`config.mk`:
```
export PLATFORM = sky130hd
export DESIGN_NAME = uart_rx_rearm
export DESIGN_NICKNAME = d
export VERILOG_FILES = /design/src/rtl/rxr_pkg.sv /design/src/rtl/rxr_baud_gen.sv /design/src/rtl/rxr_async_deframer.sv /design/src/rtl/rxr_sync_shifter.sv /design/src/rtl/uart_rx_rearm.sv
export SDC_FILE = /design/constraint.sdc
export NUM_CORES = 1
export LEC_CHECK = 0
export CAP_MARGIN = 0
export CORE_ASPECT_RATIO = 0.6
export CORE_MARGIN = 4
export CORE_UTILIZATION = 59
export DETAILED_ROUTE_END_ITERATION = 7
export PLACE_DENSITY_LB_ADDON = 0.08
export SYNTH_ARGS = -nofsm -noshare
export SYNTH_HDL_FRONTEND = slang
export SYNTH_SLANG_ARGS = --single-unit
```
`constraint.sdc`:
```
create_clock -name clk_i -period 2.65 [get_ports clk_i]
set_input_delay 0.3975 -clock clk_i [delete_from_list [all_inputs] [get_ports clk_i]]
set_output_delay 0.3975 -clock clk_i [all_outputs]
set_load 0.005 [all_outputs]
```
`src/rtl/rxr_pkg.sv`:
```
package rxr_pkg;
  typedef enum logic [1:0] {
    REG_CTRL = 2'd0,
    REG_STAT = 2'd1,
    REG_DATA = 2'd2,
    REG_BAUD = 2'd3
  } reg_addr_e;

  typedef struct packed {
    logic par_odd;
    logic par_en;
    logic seven;
    logic clocked;
    logic en;
  } ctrl_t;

  typedef enum logic [2:0] {
    S_IDLE,
    S_START,
    S_DATA,
    S_PAR,
    S_STOP
  } rx_state_e;

  localparam int unsigned ARM_BIT = 5;
endpackage

```
`src/rtl/rxr_baud_gen.sv`:
```
module rxr_baud_gen #(
  parameter int unsigned DIV_W = 8
) (
  input  logic             clk_i,
  input  logic             rst_ni,
  input  logic             run_i,
  input  logic [DIV_W-1:0] div_i,
  output logic             tick_o
);
  logic [DIV_W-1:0] cnt_q;

  assign tick_o = run_i && (cnt_q == div_i);

  always_ff @(posedge clk_i or negedge rst_ni) begin
    if (!rst_ni)      cnt_q <= '0;
    else if (!run_i)  cnt_q <= '0;
    else if (tick_o)  cnt_q <= '0;
    else              cnt_q <= cnt_q + 1'b1;
  end
endmodule

```
`src/rtl/rxr_async_deframer.sv`:
```
module rxr_async_deframer
  import rxr_pkg::*;
#(
  parameter int unsigned OSR    = 16,
  parameter int unsigned DATA_W = 8
) (
  input  logic              clk_i,
  input  logic              rst_ni,
  input  logic              run_i,
  input  logic              tick_i,
  input  logic              rx_i,
  input  logic              seven_i,
  input  logic              par_en_i,
  input  logic              par_odd_i,
  output logic              done_o,
  output logic [DATA_W-1:0] data_o,
  output logic              par_err_o,
  output logic              frm_err_o
);
  localparam int unsigned OS_W  = $clog2(OSR);
  localparam int unsigned BIT_W = $clog2(DATA_W + 1);
  localparam logic [OS_W-1:0]  HALF = OS_W'(OSR/2 - 1);
  localparam logic [OS_W-1:0]  LAST = OS_W'(OSR - 1);

  rx_state_e         state_q;
  logic [OS_W-1:0]   os_q;
  logic [BIT_W-1:0]  bit_q;
  logic [DATA_W-1:0] sh_q;
  logic              par_acc_q;
  logic              par_bad_q;
  logic [BIT_W-1:0]  last_bit;

  assign last_bit = seven_i ? BIT_W'(DATA_W - 2) : BIT_W'(DATA_W - 1);
  // seven-bit characters end up in the top bits; the spare bit reads 0
  assign data_o   = seven_i ? {1'b0, sh_q[DATA_W-1:1]} : sh_q;

  always_ff @(posedge clk_i or negedge rst_ni) begin
    if (!rst_ni) begin
      state_q   <= S_IDLE;
      os_q      <= '0;
      bit_q     <= '0;
      sh_q      <= '0;
      par_acc_q <= 1'b0;
      par_bad_q <= 1'b0;
      done_o    <= 1'b0;
      par_err_o <= 1'b0;
      frm_err_o <= 1'b0;
    end else if (!run_i) begin
      state_q <= S_IDLE;
      os_q    <= '0;
      done_o  <= 1'b0;
    end else begin
      done_o <= 1'b0;
      if (tick_i) begin
        unique case (state_q)
          S_IDLE: begin
            if (!rx_i) begin
              state_q <= S_START;
              os_q    <= '0;
            end
          end
          S_START: begin
            if (os_q == HALF) begin
              os_q      <= '0;
              bit_q     <= '0;
              par_acc_q <= 1'b0;
              par_bad_q <= 1'b0;
              state_q   <= rx_i ? S_IDLE : S_DATA;
            end else begin
              os_q <= os_q + 1'b1;
            end
          end
          S_DATA: begin
            if (os_q == LAST) begin
              os_q      <= '0;
              sh_q      <= {rx_i, sh_q[DATA_W-1:1]};
              par_acc_q <= par_acc_q ^ rx_i;
              bit_q     <= bit_q + 1'b1;
              if (bit_q == last_bit) state_q <= par_en_i ? S_PAR : S_STOP;
            end else begin
              os_q <= os_q + 1'b1;
            end
          end
          S_PAR: begin
            if (os_q == LAST) begin
              os_q      <= '0;
              par_bad_q <= (par_acc_q ^ rx_i) != par_odd_i;
              state_q   <= S_STOP;
            end else begin
              os_q <= os_q + 1'b1;
            end
          end
          S_STOP: begin
            if (os_q == LAST) begin
              os_q      <= '0;
              done_o    <= 1'b1;
              frm_err_o <= !rx_i;
              par_err_o <= par_en_i && par_bad_q;
              state_q   <= S_IDLE;
            end else begin
              os_q <= os_q + 1'b1;
            end
          end
          default: state_q <= S_IDLE;
        endcase
      end
    end
  end
endmodule

```
`src/rtl/rxr_sync_shifter.sv`:
```
module rxr_sync_shifter #(
  parameter int unsigned DATA_W = 8
) (
  input  logic              clk_i,
  input  logic              rst_ni,
  input  logic              run_i,
  input  logic              sclk_i,
  input  logic              sdi_i,
  output logic              done_o,
  output logic [DATA_W-1:0] data_o
);
  localparam int unsigned CNT_W = $clog2(DATA_W);

  logic [2:0]       sclk_q;
  logic [CNT_W-1:0] cnt_q;
  logic             rise;

  // sdi_i comes through a two-stage synchronizer aligned with sclk_q[1]
  assign rise = sclk_q[1] && !sclk_q[2];

  always_ff @(posedge clk_i or negedge rst_ni) begin
    if (!rst_ni) begin
      sclk_q <= '0;
      cnt_q  <= '0;
      data_o <= '0;
      done_o <= 1'b0;
    end else begin
      sclk_q <= {sclk_q[1:0], sclk_i};
      done_o <= 1'b0;
      if (!run_i) begin
        cnt_q <= '0;
      end else if (rise) begin
        data_o <= {sdi_i, data_o[DATA_W-1:1]};
        if (cnt_q == CNT_W'(DATA_W - 1)) begin
          cnt_q  <= '0;
          done_o <= 1'b1;
        end else begin
          cnt_q <= cnt_q + 1'b1;
        end
      end
    end
  end
endmodule

```
`src/rtl/uart_rx_rearm.sv`:
```
module uart_rx_rearm
  import rxr_pkg::*;
#(
  parameter int unsigned OSR    = 16,
  parameter int unsigned DIV_W  = 8,
  parameter int unsigned DATA_W = 8
) (
  input  logic        clk_i,
  input  logic        rst_ni,
  input  logic        rx_i,
  input  logic        sclk_i,
  input  logic        reg_we_i,
  input  logic [1:0]  reg_addr_i,
  input  logic [7:0]  reg_wdata_i,
  output logic [7:0]  reg_rdata_o,
  output logic        irq_o
);
  ctrl_t             ctrl_q;
  logic [DIV_W-1:0]  baud_q;
  logic [DATA_W-1:0] buf_q;
  logic              arm_q, ovr_q, perr_q, ferr_q;
  logic [1:0]        rx_sync_q;
  logic              rx_s;

  logic              we_ctrl, we_stat, arm_set;
  logic              async_run, sync_run, tick;
  logic              a_done_raw, a_perr, a_ferr, s_done_raw;
  logic              a_done, s_done, done_any;
  logic [DATA_W-1:0] a_data, s_data;
  logic              ctrl_en, ctrl_seven;

  assign rx_s       = rx_sync_q[1];
  assign we_ctrl    = reg_we_i && (reg_addr_i == REG_CTRL);
  assign we_stat    = reg_we_i && (reg_addr_i == REG_STAT);
  assign arm_set    = we_ctrl && reg_wdata_i[ARM_BIT] && reg_wdata_i[0];
  assign async_run  = ctrl_q.en && !ctrl_q.clocked;
  assign sync_run   = ctrl_q.en && ctrl_q.clocked && arm_q;
  assign a_done     = a_done_raw && async_run;
  assign s_done     = s_done_raw && ctrl_q.en && ctrl_q.clocked;
  assign done_any   = a_done || s_done;
  assign irq_o      = done_any;
  assign ctrl_en    = ctrl_q.en;
  assign ctrl_seven = ctrl_q.seven;

  always_ff @(posedge clk_i or negedge rst_ni) begin
    if (!rst_ni) rx_sync_q <= 2'b11;
    else         rx_sync_q <= {rx_sync_q[0], rx_i};
  end

  rxr_baud_gen #(.DIV_W(DIV_W)) u_baud (
    .clk_i  (clk_i),
    .rst_ni (rst_ni),
    .run_i  (async_run),
    .div_i  (baud_q),
    .tick_o (tick)
  );

  rxr_async_deframer #(.OSR(OSR), .DATA_W(DATA_W)) u_deframe (
    .clk_i     (clk_i),
    .rst_ni    (rst_ni),
    .run_i     (async_run),
    .tick_i    (tick),
    .rx_i      (rx_s),
    .seven_i   (ctrl_q.seven),
    .par_en_i  (ctrl_q.par_en),
    .par_odd_i (ctrl_q.par_odd),
    .done_o    (a_done_raw),
    .data_o    (a_data),
    .par_err_o (a_perr),
    .frm_err_o (a_ferr)
  );

  rxr_sync_shifter #(.DATA_W(DATA_W)) u_shift (
    .clk_i  (clk_i),
    .rst_ni (rst_ni),
    .run_i  (sync_run),
    .sclk_i (sclk_i),
    .sdi_i  (rx_s),
    .done_o (s_done_raw),
    .data_o (s_data)
  );

  always_ff @(posedge clk_i or negedge rst_ni) begin
    if (!rst_ni) begin
      ctrl_q <= '0;
      baud_q <= '0;
    end else if (reg_we_i) begin
      if (reg_addr_i == REG_CTRL) ctrl_q <= ctrl_t'(reg_wdata_i[4:0]);
      if (reg_addr_i == REG_BAUD) baud_q <= DIV_W'(reg_wdata_i);
    end
  end

  // arm: completion clears, software write sets (write wins on a tie)
  always_ff @(posedge clk_i or negedge rst_ni) begin
    if (!rst_ni) begin
      arm_q <= 1'b0;
    end else begin
      if (!ctrl_q.en)    arm_q <= 1'b0;
      else if (done_any) arm_q <= 1'b0;
      if (arm_set)       arm_q <= 1'b1;
    end
  end

  // overrun is judged against the arm state before any same-cycle write
  always_ff @(posedge clk_i or negedge rst_ni) begin
    if (!rst_ni) begin
      ovr_q  <= 1'b0;
      perr_q <= 1'b0;
      ferr_q <= 1'b0;
    end else begin
      if (we_stat && reg_wdata_i[0]) ovr_q  <= 1'b0;
      if (we_stat && reg_wdata_i[1]) perr_q <= 1'b0;
      if (we_stat && reg_wdata_i[2]) ferr_q <= 1'b0;
      if (a_done && !arm_q) ovr_q  <= 1'b1;
      if (a_done && a_perr) perr_q <= 1'b1;
      if (a_done && a_ferr) ferr_q <= 1'b1;
      if (!ctrl_q.en)       ovr_q  <= 1'b0;
    end
  end

  always_ff @(posedge clk_i or negedge rst_ni) begin
    if (!rst_ni)     buf_q <= '0;
    else if (a_done) buf_q <= a_data;
  end

  always_comb begin
    reg_rdata_o = '0;
    unique case (reg_addr_i)
      REG_CTRL: reg_rdata_o = {2'b00, arm_q, ctrl_q.par_odd, ctrl_q.par_en,
                               ctrl_q.seven, ctrl_q.clocked, ctrl_q.en};
      REG_STAT: reg_rdata_o = {5'b0, ferr_q, perr_q, ovr_q};
      REG_DATA: reg_rdata_o = 8'(ctrl_q.clocked ? s_data : buf_q);
      REG_BAUD: reg_rdata_o = 8'(baud_q);
      default:  reg_rdata_o = '0;
    endcase
  end

  logic unused_wdata;
  assign unused_wdata = ^reg_wdata_i[7:6];
endmodule

```
* Word-level counts from Yosys, hierarchy flattened
Cells that the tools add are included. Widths: inputs -> output; s select.
Word-level totals: register bits 74, input bits 15, output and inout port bits 9
Cells by class: $add $sub $neg 4, equality and inequality tests 27, muxes and demuxes 51, bitwise operators 1, reductions and logical operators 40
Operator list (number):
- $mux 3 | 12
- $mux 8 | 4
- $pmux 8 s4 | 1
- $mux 4 | 7
- $mux 1 | 21
- $logic_and 1x1->1 | 19
- $ne 3x2->1 const B | 6
- $pmux 3 s5 | 1
- $pmux 4 s3 | 1
- $reduce_and 5->1 | 2
- $add 4x1->4 const B | 2
- $add 8x1->8 const B | 1
- $eq 8x8->1 | 1
- $ne 2x1->1 const B | 4
- $pmux 4 s2 | 1
- $reduce_and 4->1 | 2
- $reduce_bool 2->1 | 4
- $reduce_and 7->1 | 1
- $eq 3x2->1 const B | 2
- $eq 3x3->1 const B | 2
- $reduce_and 2->1 | 3
- $eq 2x2->1 const B | 2
- $eq 4x3->1 const B | 1
- $eq 4x4->1 | 1
- 18 further kinds | 22

* Longest topological paths before layout
depth after elaboration 7, mapped depth 6, depth with buffers taken out 6

* Cells and area by module
Synthesis repeated with hierarchy kept, for this count alone.
Second synthesis, totals: cell total of the unflattened synthesis 321, area total of the unflattened synthesis 3858.7 µm²
By module, submodules not included:
- uart_rx_rearm | times used 1, cells an instance 102, area each 1373.8 µm²
- rxr_async_deframer | times used 1, cells an instance 136, area each 1368.8 µm²
- rxr_sync_shifter | times used 1, cells an instance 36, area each 624.3 µm²
- rxr_baud_gen | times used 1, cells an instance 47, area each 491.7 µm²

* Least setup slack after synthesis
Ideal clock, no wire load.
path type flip-flop to output port, start register ctrl_q[1] (netlist name), end output reg_rdata_o[0], arrival time 1.584 ns, data required time 2.253 ns, slack 0.669 ns, stages on the path, launching flop included 4, path buffers 1, cells stage by stage dfrtp_1 -> buf_1 -> mux2_2 -> mux4_2
On the way: word-level cells in the longest chain between the ends 2
Ends and longest elaborated chain:
- start, declared | line uart_rx_rearm.sv:18 | ctrl_t ctrl_q;
- start signal, assigned | line uart_rx_rearm.sv:88 | if (reg_addr_i == REG_CTRL) ctrl_q <= ctrl_t'(reg_wdata_i[4:0]);
- $mux 8 | line uart_rx_rearm.sv:132 | REG_DATA: reg_rdata_o = 8'(ctrl_q.clocked ? s_data : buf_q);
- $pmux 8 s4 | line uart_rx_rearm.sv:128 | unique case (reg_addr_i)
- end, declared | line uart_rx_rearm.sv:15 | output logic [7:0] reg_rdata_o,
No other way between the ends.

* Final worst setup path
start register ctrl_q[1] (netlist name), end output reg_rdata_o[5]
The elaborated chain is that of the path after synthesis.

==> flow_summary_export.csv <==
group,metric,value,unit
logic_synthesis,ys.flop_type,"dfrtp_1",
global_route,antenna_found_initial,0,
hold_path,holdCritPathClass,"primary input to asynchronous set/reset pin",
routing,ant_nets,0,
clocking,htree_levels,3,
clocking,hold_buffers,0,
finish,design_area,0.00428,sq mm
global_route,grt_pass1_vias,2647,
global_route,grt_pass1_wl,13900,um
placed_design,post-place-ws,0.163,ns
logic_synthesis,synth.area.top_cells,"dfrtp_1 (48%), mux2_2 (9.0%), mux2i_1 (4.8%)",
timing,slew_headroom,39.0,%
critical_path,critPathLaunchType,"flip-flop",
die,rows,22,
timing,finalCritPeriodShare,95.3,%
power,power.leakage,1.93,nW
clocking,post-cts-setup-buffers,0,
die,initial_core_util,61.2,%
global_route,globalRouteOverflowTotal,0,
logic_synthesis,netlist_area,0.00375,sq mm
clocking,clk_path_buf_depth,2,
routing,first_pass_iters,5,
timing,final-hold-violation-count,0,
global_route,grtUsageTotal,23.2,%
logic_synthesis,synth_warnings,0,
logic_synthesis,synth_cell_types,53,
routing,vias,2710,
logic_synthesis,synth-seq-cells,74,
timing,worst_slew_pin_slew,0.916,ns
finish,nets,391,
clocking,cts_root_buf,"clkbuf_8",
clocking,cts_tree,"done",
timing,fmaxAchievable,396,MHz
power,powerDensity,586,mW/mm^2
timing,fin_crit,2.53,ns
die,fp.dieW,111,um
timing,timing.final.ws_setup,0.124,ns
finish,final_util,69.7,%
routing,wl,8160,um
logic_synthesis,yosysMostFrequentCell,"dfrtp_1",
clocking,worstSkewPairLatency,0.36,ns
finish,area_growth,13.9,%
timing,rsz0062_at_grt,"false",
routing,drtIter0Drc,164,
critical_path,worstSetupPathType,"flip-flop to primary output",
finish,drive_gt1_share,19.7,%
logic_synthesis,synthTopCellsByCount,"dfrtp_1 (72), nand2_1 (38), mux2_2 (30)",
routing,drc,0,
placed_design,gp_congestion,0.889,
timing,finalSetupViolations,0,
placed_design,io_buffers,23,
logic_synthesis,syn-num-nets,362,
timing,drv_slew,0,
finish,antennaDiodeCount,0,
clocking,cts_buffers,9,
logic_synthesis,synth_top_cell_by_area,"dfrtp_1",
logic_synthesis,seq_area_frac_synth,49.4,%
logic_synthesis,synth_top_area_share,48.0,%
timing,setup_tns,0,ns
clocking,cts_sinks,74,
global_route,grt_max_degree,75,
critical_path,crit_required,2.25,ns
critical_path,arrival,2.13,ns
critical_path,endpoint_kind,"primary output",
logic_synthesis,synthCells,342,
critical_path,cp_max_fo,8,
status,outcome,"finished, final reports clean",
die,die_h,69.8,um
timing,clock_skew,0.00606,ns
logic_synthesis,synth_edf_count,0,
die,io_pins,24,
logic_synthesis,async_reset_ff_share,100,%
clocking,clk_pin_slew,0.07,ns
die,dieArea,0.00775,sq mm
die,core,0.00614,sq mm
logic_synthesis,synth_area_per_cell,11.0,sq um
power,power.total,2.50,mW
flow_run,max_cap_viol_count,0,
routing,vias_per_cell,5.89,
placed_design,placed_area,0.00407,sq mm
routing,wl_per_cell,17.7,um
placed_design,dp_hpwl,5910,um
power,ir_drop,0.411,mV
==> stage by stage <==
step | hold WS, ns | cells
finish | 0.167 | 460
detailed placement | 0.336 | 444
global route | 0.245 | 460
floorplan | 0.102 | 342
global placement | 0.333 | 444
CTS | 0.197 | 460
==> report_power, final <==
| part | internal, mW | total (mW) | switching [mW] |
|---|---|---|---|
| clock network | 0.481 | 0.904 | 0.423 |
| logic | 0.170 | 0.339 | 0.170 |
| registers | 1.18 | 1.26 | 0.0803 |
==> path summary, 6_finish.rpt <==
kind	start	end	slack, ns	cells past startpoint
worst min register to register	u_shift.sclk_q[0]	u_shift.sclk_q[1]	0.35	0
min in group clk_i	u_shift.sclk_q[0]	u_shift.sclk_q[1]	0.35	0
max in group asynchronous	rst_ni	ctrl_q[1]	1.83	1
worst max-delay path	ctrl_q[1]	reg_rdata_o[5]	0.12	5
worst min-delay path	rst_ni	u_baud.cnt_q[6]	0.17	1
worst max register to register	u_baud.cnt_q[2]	u_deframe.sh_q[0]	0.42	5
==> repair_timing <==
item / in CTS / in global routing
hold endpoints to repair: 0 / 0
endpoints found under the setup margin: 0 / 1
gates resized for setup: 0 / 1
==> sequential cells by signal, indices dropped and copies added (netlist names), 2 cells and up <==
name,cells
u_baud.cnt_q,8
u_shift.data_o,8
u_deframe.bit_q,4
u_shift.sclk_q,3
ctrl_q,3
baud_q,8
rx_sync_q,2
u_deframe.sh_q,8
u_deframe.state_q,3
buf_q,8
u_shift.cnt_q,3
u_deframe.os_q,4
==> per-layer routing <==
metal | track usage, % | vias up | routed length, um | share of wire, %
met3 | 6.63 | 12 | 533 | 6.5
met4 | 6.97 | 0 | 109 | 1.3
li1 | - | 1269 | - | -
met2 | 32.1 | 84 | 3410 | 42
met5 | 0 | - | 0 | 0
met1 | 35.4 | 1345 | 4110 | 50
==> cells by family (layout without fill, tap and decap cells) <==
group | Yosys count | after routing | share of synthesized area, %
buf+inv | 23 | 57 | 3.10
flops | 74 | 74 | 49.4
mux | 51 | 51 | 15.3
simple gates | 122 | 122 | 18.3
fa+ha+maj | 5 | 5 | 1.67
compound gates | 49 | 49 | 8.10
xor+xnor | 18 | 18 | 4.20
==> cell type report <==
type                            instances  area, sq um
Fill cell                             469         1860
Sequential cell                        74         1860
Tap cell                               84          105
Multi-Input combinational cell        245         1780
Inverter                                9         33.8
Clock inverter                          5         52.6
Clock buffer                           11          151
Timing Repair Buffer                   32          295
==> placed cells by master (no fill, tap or decap), types with 6 or more instances in the layout <==
| master | netlist | layout |
|---|---|---|
| xor2_1 | 13 | 13 |
| o21ai_0 | 24 | 24 |
| mux2_2 | 30 | 30 |
| and2_1 | 6 | 6 |
| nor2_1 | 19 | 19 |
| buf_4 | 0 | 10 |
| dfrtp_1 | 72 | 71 |
| inv_1 | 9 | 9 |
| nand2_1 | 38 | 38 |
| mux2i_1 | 18 | 18 |
| clkdlybuf4s50_1 | 0 | 22 |
| nand2b_1 | 6 | 6 |
| a21oi_1 | 6 | 6 |
| nand3_1 | 16 | 16 |
| clkbuf_8 | 0 | 11 |
==> critical path: stages, from the launching register on <==
cell and delay [ns]:
dfrtp_2 0.47, buf_4 0.21, mux2i_1 0.29, o21ai_0 0.12, a22o_1 0.24, clkdlybuf4s50_1 0.44
No activity file was read; power rests on OpenSTA's default activity.
